`src/rtl/thermo_pkg.sv`:
```
package thermo_pkg;

    localparam int RAW_IN_W = 16;
    localparam int RAW_W    = 12;
    localparam int OFF_W    = 9;
    localparam int GE_W     = 10;
    localparam int REF_W    = 6;
    localparam int TRIM_W   = 6;
    localparam int SLOPE_W  = 8;
    localparam int DATA_W   = 32;

    localparam logic signed [DATA_W-1:0] SCALED_NUM    = 32'sd1627604160;
    localparam logic signed [DATA_W-1:0] GAIN_BASE     = 32'sd10000;
    localparam logic signed [DATA_W-1:0] RAW_BIAS      = 32'sd3350;
    localparam logic signed [DATA_W-1:0] REF_MULT      = 32'sd500;
    localparam logic signed [DATA_W-1:0] PLAUSIBLE_MAX = 32'sd200000;
    localparam logic signed [DATA_W-1:0] TEMP_FLOOR    = {1'b1, {(DATA_W-1){1'b0}}};

    localparam logic [RAW_IN_W-1:0] RAW_MASK = RAW_IN_W'((1 << RAW_W) - 1);
    localparam logic [GE_W-1:0]     DFLT_GE  = GE_W'(512);
    localparam logic [OFF_W-1:0]    DFLT_OFF = OFF_W'(260);
    localparam logic [REF_W-1:0]    DFLT_REF = REF_W'(40);

    typedef enum logic [1:0] {
        S_IDLE,
        S_DIV_SLOPE,
        S_DIV_GAIN
    } conv_state_e;

endpackage

```
`src/rtl/thermo_sdiv.sv`:
```
module thermo_sdiv #(
    parameter int W = 32
) (
    input  logic                clk,
    input  logic                rst_n,
    input  logic                start,
    input  logic signed [W-1:0] dividend,
    input  logic signed [W-1:0] divisor,
    output logic                done,
    output logic                div_zero,
    output logic signed [W-1:0] quotient
);

    localparam int CNT_W = $clog2(W) + 1;
    localparam logic [W-1:0] ONE = {{(W-1){1'b0}}, 1'b1};

    logic [W-1:0]     a_bits, b_bits, a_abs, b_abs;
    logic [W-1:0]     rem_q, mag_q, den_q;
    logic [CNT_W-1:0] cnt_q;
    logic             run_q, neg_q;
    logic [W:0]       trial;
    logic             fits;
    logic [W-1:0]     rem_nx, mag_nx, mag_neg;

    assign a_bits = dividend;
    assign b_bits = divisor;
    assign a_abs  = a_bits[W-1] ? (~a_bits + ONE) : a_bits;
    assign b_abs  = b_bits[W-1] ? (~b_bits + ONE) : b_bits;

    // one restoring step: shift in the next dividend bit, subtract if it fits
    assign trial   = {rem_q, mag_q[W-1]} - {1'b0, den_q};
    assign fits    = ~trial[W];
    assign rem_nx  = fits ? trial[W-1:0] : {rem_q[W-2:0], mag_q[W-1]};
    assign mag_nx  = {mag_q[W-2:0], fits};
    assign mag_neg = ~mag_nx + ONE;

    always_ff @(posedge clk or negedge rst_n) begin
        if (!rst_n) begin
            rem_q    <= '0;
            mag_q    <= '0;
            den_q    <= '0;
            cnt_q    <= '0;
            run_q    <= 1'b0;
            neg_q    <= 1'b0;
            done     <= 1'b0;
            div_zero <= 1'b0;
            quotient <= '0;
        end else begin
            done <= 1'b0;
            if (start) begin
                if (b_bits == '0) begin
                    done     <= 1'b1;
                    div_zero <= 1'b1;
                    run_q    <= 1'b0;
                    quotient <= '0;
                end else begin
                    div_zero <= 1'b0;
                    run_q    <= 1'b1;
                    cnt_q    <= CNT_W'(W);
                    rem_q    <= '0;
                    mag_q    <= a_abs;
                    den_q    <= b_abs;
                    neg_q    <= a_bits[W-1] ^ b_bits[W-1];
                end
            end else if (run_q) begin
                rem_q <= rem_nx;
                mag_q <= mag_nx;
                cnt_q <= cnt_q - CNT_W'(1);
                if (cnt_q == CNT_W'(1)) begin
                    run_q    <= 1'b0;
                    done     <= 1'b1;
                    quotient <= neg_q ? $signed(mag_neg) : $signed(mag_nx);
                end
            end
        end
    end

    // completion is a single-cycle event
    a_r7_done_pulse: assert property (@(posedge clk) disable iff (!rst_n)
        done |=> !done);

    // a zero divisor finishes at once with the fault flag
    a_r9_zero_flagged: assert property (@(posedge clk) disable iff (!rst_n)
        (start && divisor == '0) |=> (done && div_zero && quotient == '0));

endmodule

```
`src/rtl/thermo_peak.sv`:
```
module thermo_peak
    import thermo_pkg::*;
(
    input  logic                     clk,
    input  logic                     rst_n,
    input  logic                     upd,
    input  logic                     last,
    input  logic signed [DATA_W-1:0] value,
    output logic                     peak_valid,
    output logic signed [DATA_W-1:0] peak
);

    logic signed [DATA_W-1:0] acc_q, clamped, cand;

    assign clamped = (value > PLAUSIBLE_MAX) ? '0 : value;
    assign cand    = (clamped > acc_q) ? clamped : acc_q;

    always_ff @(posedge clk or negedge rst_n) begin
        if (!rst_n) begin
            acc_q      <= TEMP_FLOOR;
            peak       <= '0;
            peak_valid <= 1'b0;
        end else begin
            peak_valid <= upd & last;
            if (upd) begin
                if (last) begin
                    peak  <= cand;
                    acc_q <= TEMP_FLOOR;
                end else begin
                    acc_q <= cand;
                end
            end
        end
    end

    // a reported maximum never exceeds the plausibility limit
    a_r10_peak_bounded: assert property (@(posedge clk) disable iff (!rst_n)
        peak_valid |-> (peak <= PLAUSIBLE_MAX));

    // the closing sample's clamped value is never above the reported peak
    a_r11_peak_covers_last: assert property (@(posedge clk) disable iff (!rst_n)
        (upd && last) |=> (peak >= $past(clamped)));

endmodule

```
`src/rtl/thermo_cal_conv.sv`:
```
module thermo_cal_conv
    import thermo_pkg::*;
#(
    parameter int NSENS = 6,
    parameter int IDX_W = (NSENS > 1) ? $clog2(NSENS) : 1
) (
    input  logic                   clk,
    input  logic                   rst_n,
    input  logic                   cal_valid,
    input  logic [GE_W-1:0]        cal_gain_err,
    input  logic [NSENS*OFF_W-1:0] cal_sensor_off,
    input  logic [REF_W-1:0]       cal_ref_temp,
    input  logic [TRIM_W-1:0]      cal_trim_mag,
    input  logic                   cal_trim_sign,
    input  logic                   cal_chip_id,
    input  logic [SLOPE_W-1:0]     slope_const,
    input  logic                   in_valid,
    input  logic [IDX_W-1:0]       in_idx,
    input  logic [RAW_IN_W-1:0]    in_raw,
    input  logic                   in_last,
    output logic                   busy,
    output logic                   out_valid,
    output logic [DATA_W-1:0]      out_temp,
    output logic                   out_err,
    output logic                   out_max_valid,
    output logic [DATA_W-1:0]      out_max
);

    conv_state_e state_q, state_nx;

    // ---------------- calibration selection ----------------
    logic [OFF_W-1:0]  off_tab [NSENS];
    logic [OFF_W-1:0]  off_sel;
    logic [GE_W-1:0]   ge_eff;
    logic [REF_W-1:0]  ref_eff;
    logic [TRIM_W-1:0] trim_eff;
    logic              trim_neg;
    logic signed [DATA_W-1:0] trim_s, slope_div, gain_div;

    for (genvar g = 0; g < NSENS; g++) begin : g_off
        assign off_tab[g] = cal_valid ? cal_sensor_off[g*OFF_W +: OFF_W] : DFLT_OFF;
    end

    always_comb begin
        off_sel = DFLT_OFF;
        for (int k = 0; k < NSENS; k++) begin
            if (in_idx == IDX_W'(k)) off_sel = off_tab[k];
        end
    end

    assign ge_eff    = cal_valid ? cal_gain_err : DFLT_GE;
    assign ref_eff   = cal_valid ? cal_ref_temp : DFLT_REF;
    assign trim_eff  = cal_valid ? cal_trim_mag : '0;
    assign trim_neg  = cal_valid & cal_trim_sign & cal_chip_id;
    assign trim_s    = trim_neg ? -$signed({{(DATA_W-TRIM_W){1'b0}}, trim_eff})
                                :  $signed({{(DATA_W-TRIM_W){1'b0}}, trim_eff});
    assign slope_div = $signed({{(DATA_W-SLOPE_W){1'b0}}, slope_const}) + trim_s;
    assign gain_div  = GAIN_BASE + $signed({{(DATA_W-GE_W){1'b0}}, ge_eff});

    // ---------------- latched sample ----------------
    logic [RAW_IN_W-1:0]      raw_q;
    logic [OFF_W-1:0]         off_q;
    logic [REF_W-1:0]         ref_q;
    logic                     last_q;
    logic signed [DATA_W-1:0] gain_div_q;

    // ---------------- shared divider ----------------
    logic                     accept, div_start, div_done, div_zero;
    logic signed [DATA_W-1:0] div_a, div_b, div_quo;

    assign accept    = (state_q == S_IDLE) && in_valid;
    assign div_start = accept || ((state_q == S_DIV_SLOPE) && div_done && !div_zero);
    assign div_a     = (state_q == S_IDLE) ? SCALED_NUM : div_quo;
    assign div_b     = (state_q == S_IDLE) ? slope_div  : gain_div_q;

    thermo_sdiv #(.W(DATA_W)) u_div (
        .clk      (clk),
        .rst_n    (rst_n),
        .start    (div_start),
        .dividend (div_a),
        .divisor  (div_b),
        .done     (div_done),
        .div_zero (div_zero),
        .quotient (div_quo)
    );

    // ---------------- post-division arithmetic ----------------
    logic signed [DATA_W-1:0] diff, prod, term, base, conv, res_val;
    logic                     fault, res_we;

    assign diff  = $signed({{(DATA_W-RAW_IN_W){1'b0}}, raw_q})
                 - $signed({{(DATA_W-OFF_W){1'b0}}, off_q}) - RAW_BIAS;
    assign prod  = div_quo * diff;
    assign term  = prod >>> 3;
    assign base  = $signed({{(DATA_W-REF_W){1'b0}}, ref_q}) * REF_MULT;
    assign conv  = base - term;

    assign fault   = div_done && div_zero;
    assign res_we  = ((state_q == S_DIV_SLOPE) && fault) || ((state_q == S_DIV_GAIN) && div_done);
    assign res_val = fault ? '0 : conv;

    // ---------------- FSM ----------------
    always_comb begin
        state_nx = state_q;
        unique case (state_q)
            S_IDLE:      if (in_valid) state_nx = S_DIV_SLOPE;
            S_DIV_SLOPE: if (div_done) state_nx = div_zero ? S_IDLE : S_DIV_GAIN;
            S_DIV_GAIN:  if (div_done) state_nx = S_IDLE;
            default:     state_nx = S_IDLE;
        endcase
    end

    always_ff @(posedge clk or negedge rst_n) begin
        if (!rst_n) state_q <= S_IDLE;
        else        state_q <= state_nx;
    end

    assign busy = (state_q != S_IDLE);

    always_ff @(posedge clk or negedge rst_n) begin
        if (!rst_n) begin
            raw_q      <= '0;
            off_q      <= '0;
            ref_q      <= '0;
            last_q     <= 1'b0;
            gain_div_q <= '0;
            out_valid  <= 1'b0;
            out_temp   <= '0;
            out_err    <= 1'b0;
        end else begin
            out_valid <= res_we;
            out_err   <= res_we & fault;
            if (res_we) out_temp <= res_val;
            if (accept) begin
                raw_q      <= in_raw & RAW_MASK;
                off_q      <= off_sel;
                ref_q      <= ref_eff;
                last_q     <= in_last;
                gain_div_q <= gain_div;
            end
        end
    end

    logic signed [DATA_W-1:0] peak_val;

    thermo_peak u_peak (
        .clk        (clk),
        .rst_n      (rst_n),
        .upd        (res_we),
        .last       (last_q),
        .value      (res_val),
        .peak_valid (out_max_valid),
        .peak       (peak_val)
    );

    assign out_max = peak_val;

    // the result strobe lasts one cycle and the block is free again with it
    a_r7_single_strobe: assert property (@(posedge clk) disable iff (!rst_n)
        out_valid |=> !out_valid);
    a_r7_free_on_result: assert property (@(posedge clk) disable iff (!rst_n)
        out_valid |-> !busy);

    // a fault result carries zero
    a_r9_fault_zero: assert property (@(posedge clk) disable iff (!rst_n)
        out_err |-> (out_valid && out_temp == '0));

    // the group maximum is only reported alongside a result
    a_r11_max_with_result: assert property (@(posedge clk) disable iff (!rst_n)
        out_max_valid |-> out_valid);

    // state changes only on an accepted sample or a finished division
    a_r8_hold_while_busy: assert property (@(posedge clk) disable iff (!rst_n)
        (busy && !div_done) |=> (state_q == $past(state_q)));

endmodule

```
`config.mk`:
```
export PLATFORM = sky130hd
export DESIGN_NAME = thermo_cal_conv
export DESIGN_NICKNAME = d
export VERILOG_FILES = /design/src/rtl/thermo_pkg.sv /design/src/rtl/thermo_sdiv.sv /design/src/rtl/thermo_peak.sv /design/src/rtl/thermo_cal_conv.sv
export SDC_FILE = /design/constraint.sdc
export NUM_CORES = 2
export LEC_CHECK = 0
export ABC_AREA = 1
export ABC_CLOCK_PERIOD_IN_PS = 11100
export BUFFER_PORTS_ARGS = -buffer_cell sky130_fd_sc_hd__buf_2
export CORE_UTILIZATION = 45
export CTS_CLUSTER_SIZE = 8
export DETAILED_ROUTE_END_ITERATION = 6
export GPL_TIMING_DRIVEN = 0
export MAX_ROUTING_LAYER = met4
export PLACE_DENSITY = 0.76
export SYNTH_ARGS = -nofsm -noshare
export SYNTH_HDL_FRONTEND = slang
export SYNTH_SLANG_ARGS = --single-unit
```
`constraint.sdc`:
```
create_clock -name clk -period 11.1 [get_ports clk]
set_input_delay 2.22 -clock clk [delete_from_list [all_inputs] [get_ports clk]]
set_output_delay 2.22 -clock clk [all_outputs]
set_load 0.005 [all_outputs]
```
==> impl_metrics.env <==
export IMPL_status="finished, violations left"
export IMPL_failed_checks="negative setup slack"
export IMPL_postRouteAntennaNets=0
export IMPL_grt_pass1_wl_um=151000
export IMPL_syn_avg_cell_area_um2=7.41
export IMPL_layout_common_cells="1018 x nand2_1, 673 x inv_1, 300 x nor2_1"
export IMPL_clock_path_buffers=3
export IMPL_final_common_cell="nand2_1"
export IMPL_cts_tree="yes"
export IMPL_path_clk_slew_ns=0.05
export IMPL_die_area_um2=68800
export IMPL_crit_path_end_kind="flop"
export IMPL_syn_nets=4726
export IMPL_rsz0062_at_grt="true"
export IMPL_wire_per_inst_um=18.4
export IMPL_critical_path_class="flop to flop"
export IMPL_syn_cell_area_um2=30500
export IMPL_gp_congestion=1.04
export IMPL_relSlewSlack=0.203
export IMPL_layout_nets=5052
export IMPL_drt_iter0_drc=2788
export IMPL_grt_max_degree=113
export IMPL_drt_pass1_iter_count=6
export IMPL_hold_viol_final=0
export IMPL_drive_gt1_frac=0.162
export IMPL_totalWireLength_um=98200
export IMPL_netlist_area_leader_share=0.227
export IMPL_r2r_slack_ns=-0.31
export IMPL_placementRows=95
export IMPL_core_um2=67200
export IMPL_synthCells=4116
export IMPL_clock_root_buffer="clkbuf_16"
export IMPL_final_core_util=0.541
export IMPL_drv_cap=0
export IMPL_wl_met2_um=45000
export IMPL_synth_area_leaders="dfrtp_1 23%, fa_1 19%, nand2_1 14%"
export IMPL_cpMaxStageDelayCell="fa_1"
export IMPL_period_share=1.03
export IMPL_min_period_ns=11.41
export IMPL_vias_per_cell=5.52
export IMPL_cts_sinks=278
export IMPL_clock_latency_ns=0.59
export IMPL_antenna_found_initial=2
export IMPL_crit_fanout=8
export IMPL_hold_path_class="flop to flop"
export IMPL_initial_utilization=0.454
export IMPL_skew_ns=0.0283
export IMPL_yosys_warnings=0
export IMPL_synthFlopType="dfrtp_1"
export IMPL_port_buffers=171
export IMPL_h_tree_depth=2
export IMPL_wl_met3_um=9230
export IMPL_start_kind="flop"
export IMPL_routedLengthMet1_um=38300
export IMPL_synth_edf_count=0
export IMPL_synth_cell_types=68
export IMPL_setup_viol=64
export IMPL_required_ns=11.55
export IMPL_min_delay_path_depth=2
export IMPL_die_h_um=262
export IMPL_grt_pass1_vias=28400
export IMPL_die_w_um=262
export IMPL_worst_hold_startpoint="u_peak.peak[5]$_DFFE_PN0P_"
export IMPL_yosysTopAreaCell="dfrtp_1"
export IMPL_cts_buffers=41
export IMPL_slowest_delay_ns=0.59
export IMPL_gr_total_overflow=0
export IMPL_worstHoldEndpoint="u_peak.peak[5]$_DFFE_PN0P_"
export IMPL_ios=178
export IMPL_drc=0
export IMPL_r2r_end="u_peak.acc_q[6]$_DFFE_PN0N_"
export IMPL_slew_viol_final=0
export IMPL_r2r_cells=70
export IMPL_reg2reg_from="raw_q[0]$_DFFE_PN0P_"
export IMPL_pre_cts_ws_ns=-2.34
export IMPL_synth_seq_cells=278
export IMPL_yosysSeqAreaShare=0.228
export IMPL_setup_tns_ns=-15.92
export IMPL_syn2layout_area_growth_pct=19.2
export IMPL_async_flop_share=1.00
export IMPL_timing_final_ws_setup_ns=-0.305
export IMPL_highest_layer="met4"
export IMPL_grt_usage=0.286
export IMPL_cpMostUsedCell="inv_2"
export IMPL_arrival_ns=11.86
export IMPL_timing_fmax_mhz=87.7
export IMPL_dp_hpwl_um=73200
export IMPL_fillers=6049
export IMPL_vias=29400
export IMPL_tightestPinTransition_ns=1.20
-- logic make-up after synthesis --
| logic type | share of synthesized area |
|---|---|
| and+or+nand+nor | 0.239 |
| adders and majority gates | 0.276 |
| DFF | 0.228 |
| AOI/OAI and AO/OA | 0.117 |
| xor gates and xnor gates | 0.0310 |
| buffers and inverters | 0.109 |
-- layout make-up --
class	count	area, µm²	area share
antenna	1	2.50	0.0000689
buffer	146	893	0.0246
clock buffer	50	1070	0.0294
clock inverter	5	101	0.00279
inverter	713	2730	0.0751
multi-input combinational	2978	21600	0.595
sequential	278	6960	0.191
tap	873	1090	0.0301
timing repair buffer	284	1880	0.0516
-- registers in the layout, indices dropped and copies added, names as in the netlist, 2 cells and up --
signal	count
u_div.den_q	32
u_div.mag_q	32
u_div.quotient	32
u_div.rem_q	32
u_peak.acc_q	32
u_peak.peak	32
out_temp	30
gain_div_q	13
raw_q	12
off_q	9
ref_q	6
u_div.cnt_q	6
state_q	2
-- cell usage after synthesis (10+ instances only) --
master	number
a21oi_1	162
a31oi_1	22
buf_1	11
buf_2	21
clkbuf_1	108
dfrtp_1	277
fa_1	289
ha_1	211
inv_1	698
nand2_1	1103
nand2_2	17
nand3_1	167
nand3_2	10
nand3b_1	11
nand4_1	32
nor2_1	322
nor2_2	24
nor3_1	39
o211ai_1	35
o21ai_0	256
o21ai_1	15
o22ai_1	35
xnor2_1	42
xor2_1	61
-- critical path: cells and delay by family, from the launching register on --
family	cells	cell delay, ns
AND/OR/NAND/NOR	33	3.38
adder cells (fa/ha/maj)	12	4.59
XOR/XNOR	3	0.56
flip-flops	1	0.37
AO/OA/AOI/OAI	5	0.86
buffers and inverters	17	1.49
-- how the worst max path moves through the flow --
stage | slack (ns) | startpoint | to | depth (start not counted)
5_1_grt | -0.82 | raw_q[0]$_DFFE_PN0P_ | u_peak.acc_q[6]$_DFFE_PN0N_ | 72
4_1_cts | 0.002 | raw_q[0]$_DFFE_PN0P_ | u_peak.peak[0]$_DFFE_PN0P_ | 69
2_1_floorplan | 0.008 | raw_q[0]$_DFFE_PN0P_ | u_peak.acc_q[1]$_DFFE_PN0N_ | 71
3_5_place_dp | -2.34 | raw_q[0]$_DFFE_PN0P_ | u_peak.peak[4]$_DFFE_PN0P_ | 71
6_report | -0.31 | raw_q[0]$_DFFE_PN0P_ | u_peak.acc_q[6]$_DFFE_PN0N_ | 70
3_3_place_gp | -2.20 | raw_q[0]$_DFFE_PN0P_ | u_peak.acc_q[0]$_DFFE_PN0N_ | 71
-- metrics by stage --
stage,cells,hold slack [ns],cell area [µm²]
6_report,5328,0.470,36300
5_1_grt,5328,0.492,36300
4_1_cts,5277,0.464,35000
3_5_place_dp,5162,0.453,32500
3_3_place_gp,5160,0.459,32400
2_1_floorplan,4116,0.434,30500
-- layer usage --
metal / up-vias / global-route usage
met1: 13900 / 0.356
met3: 367 / 0.0493
met2: 1544 / 0.452
li1: 13600 / -
met5: - / -
met4: 0 / 0.135
-- what timing repair did --
| item | in CTS | in global routing |
|---|---|---|
| cloned | 2 | 1 |
| gates resized for setup | 227 | 229 |
| pin swaps | 70 | 138 |
| setup endpoints to repair | 64 | 64 |
| endpoints found under the hold margin | 0 | 0 |
| hold buffers | 0 | 0 |
| buffers inserted | 58 | 50 |
Power is left out: the tool's default activity adds up to more than one toggle a clock period on the data nets, which glitch-free logic cannot reach.
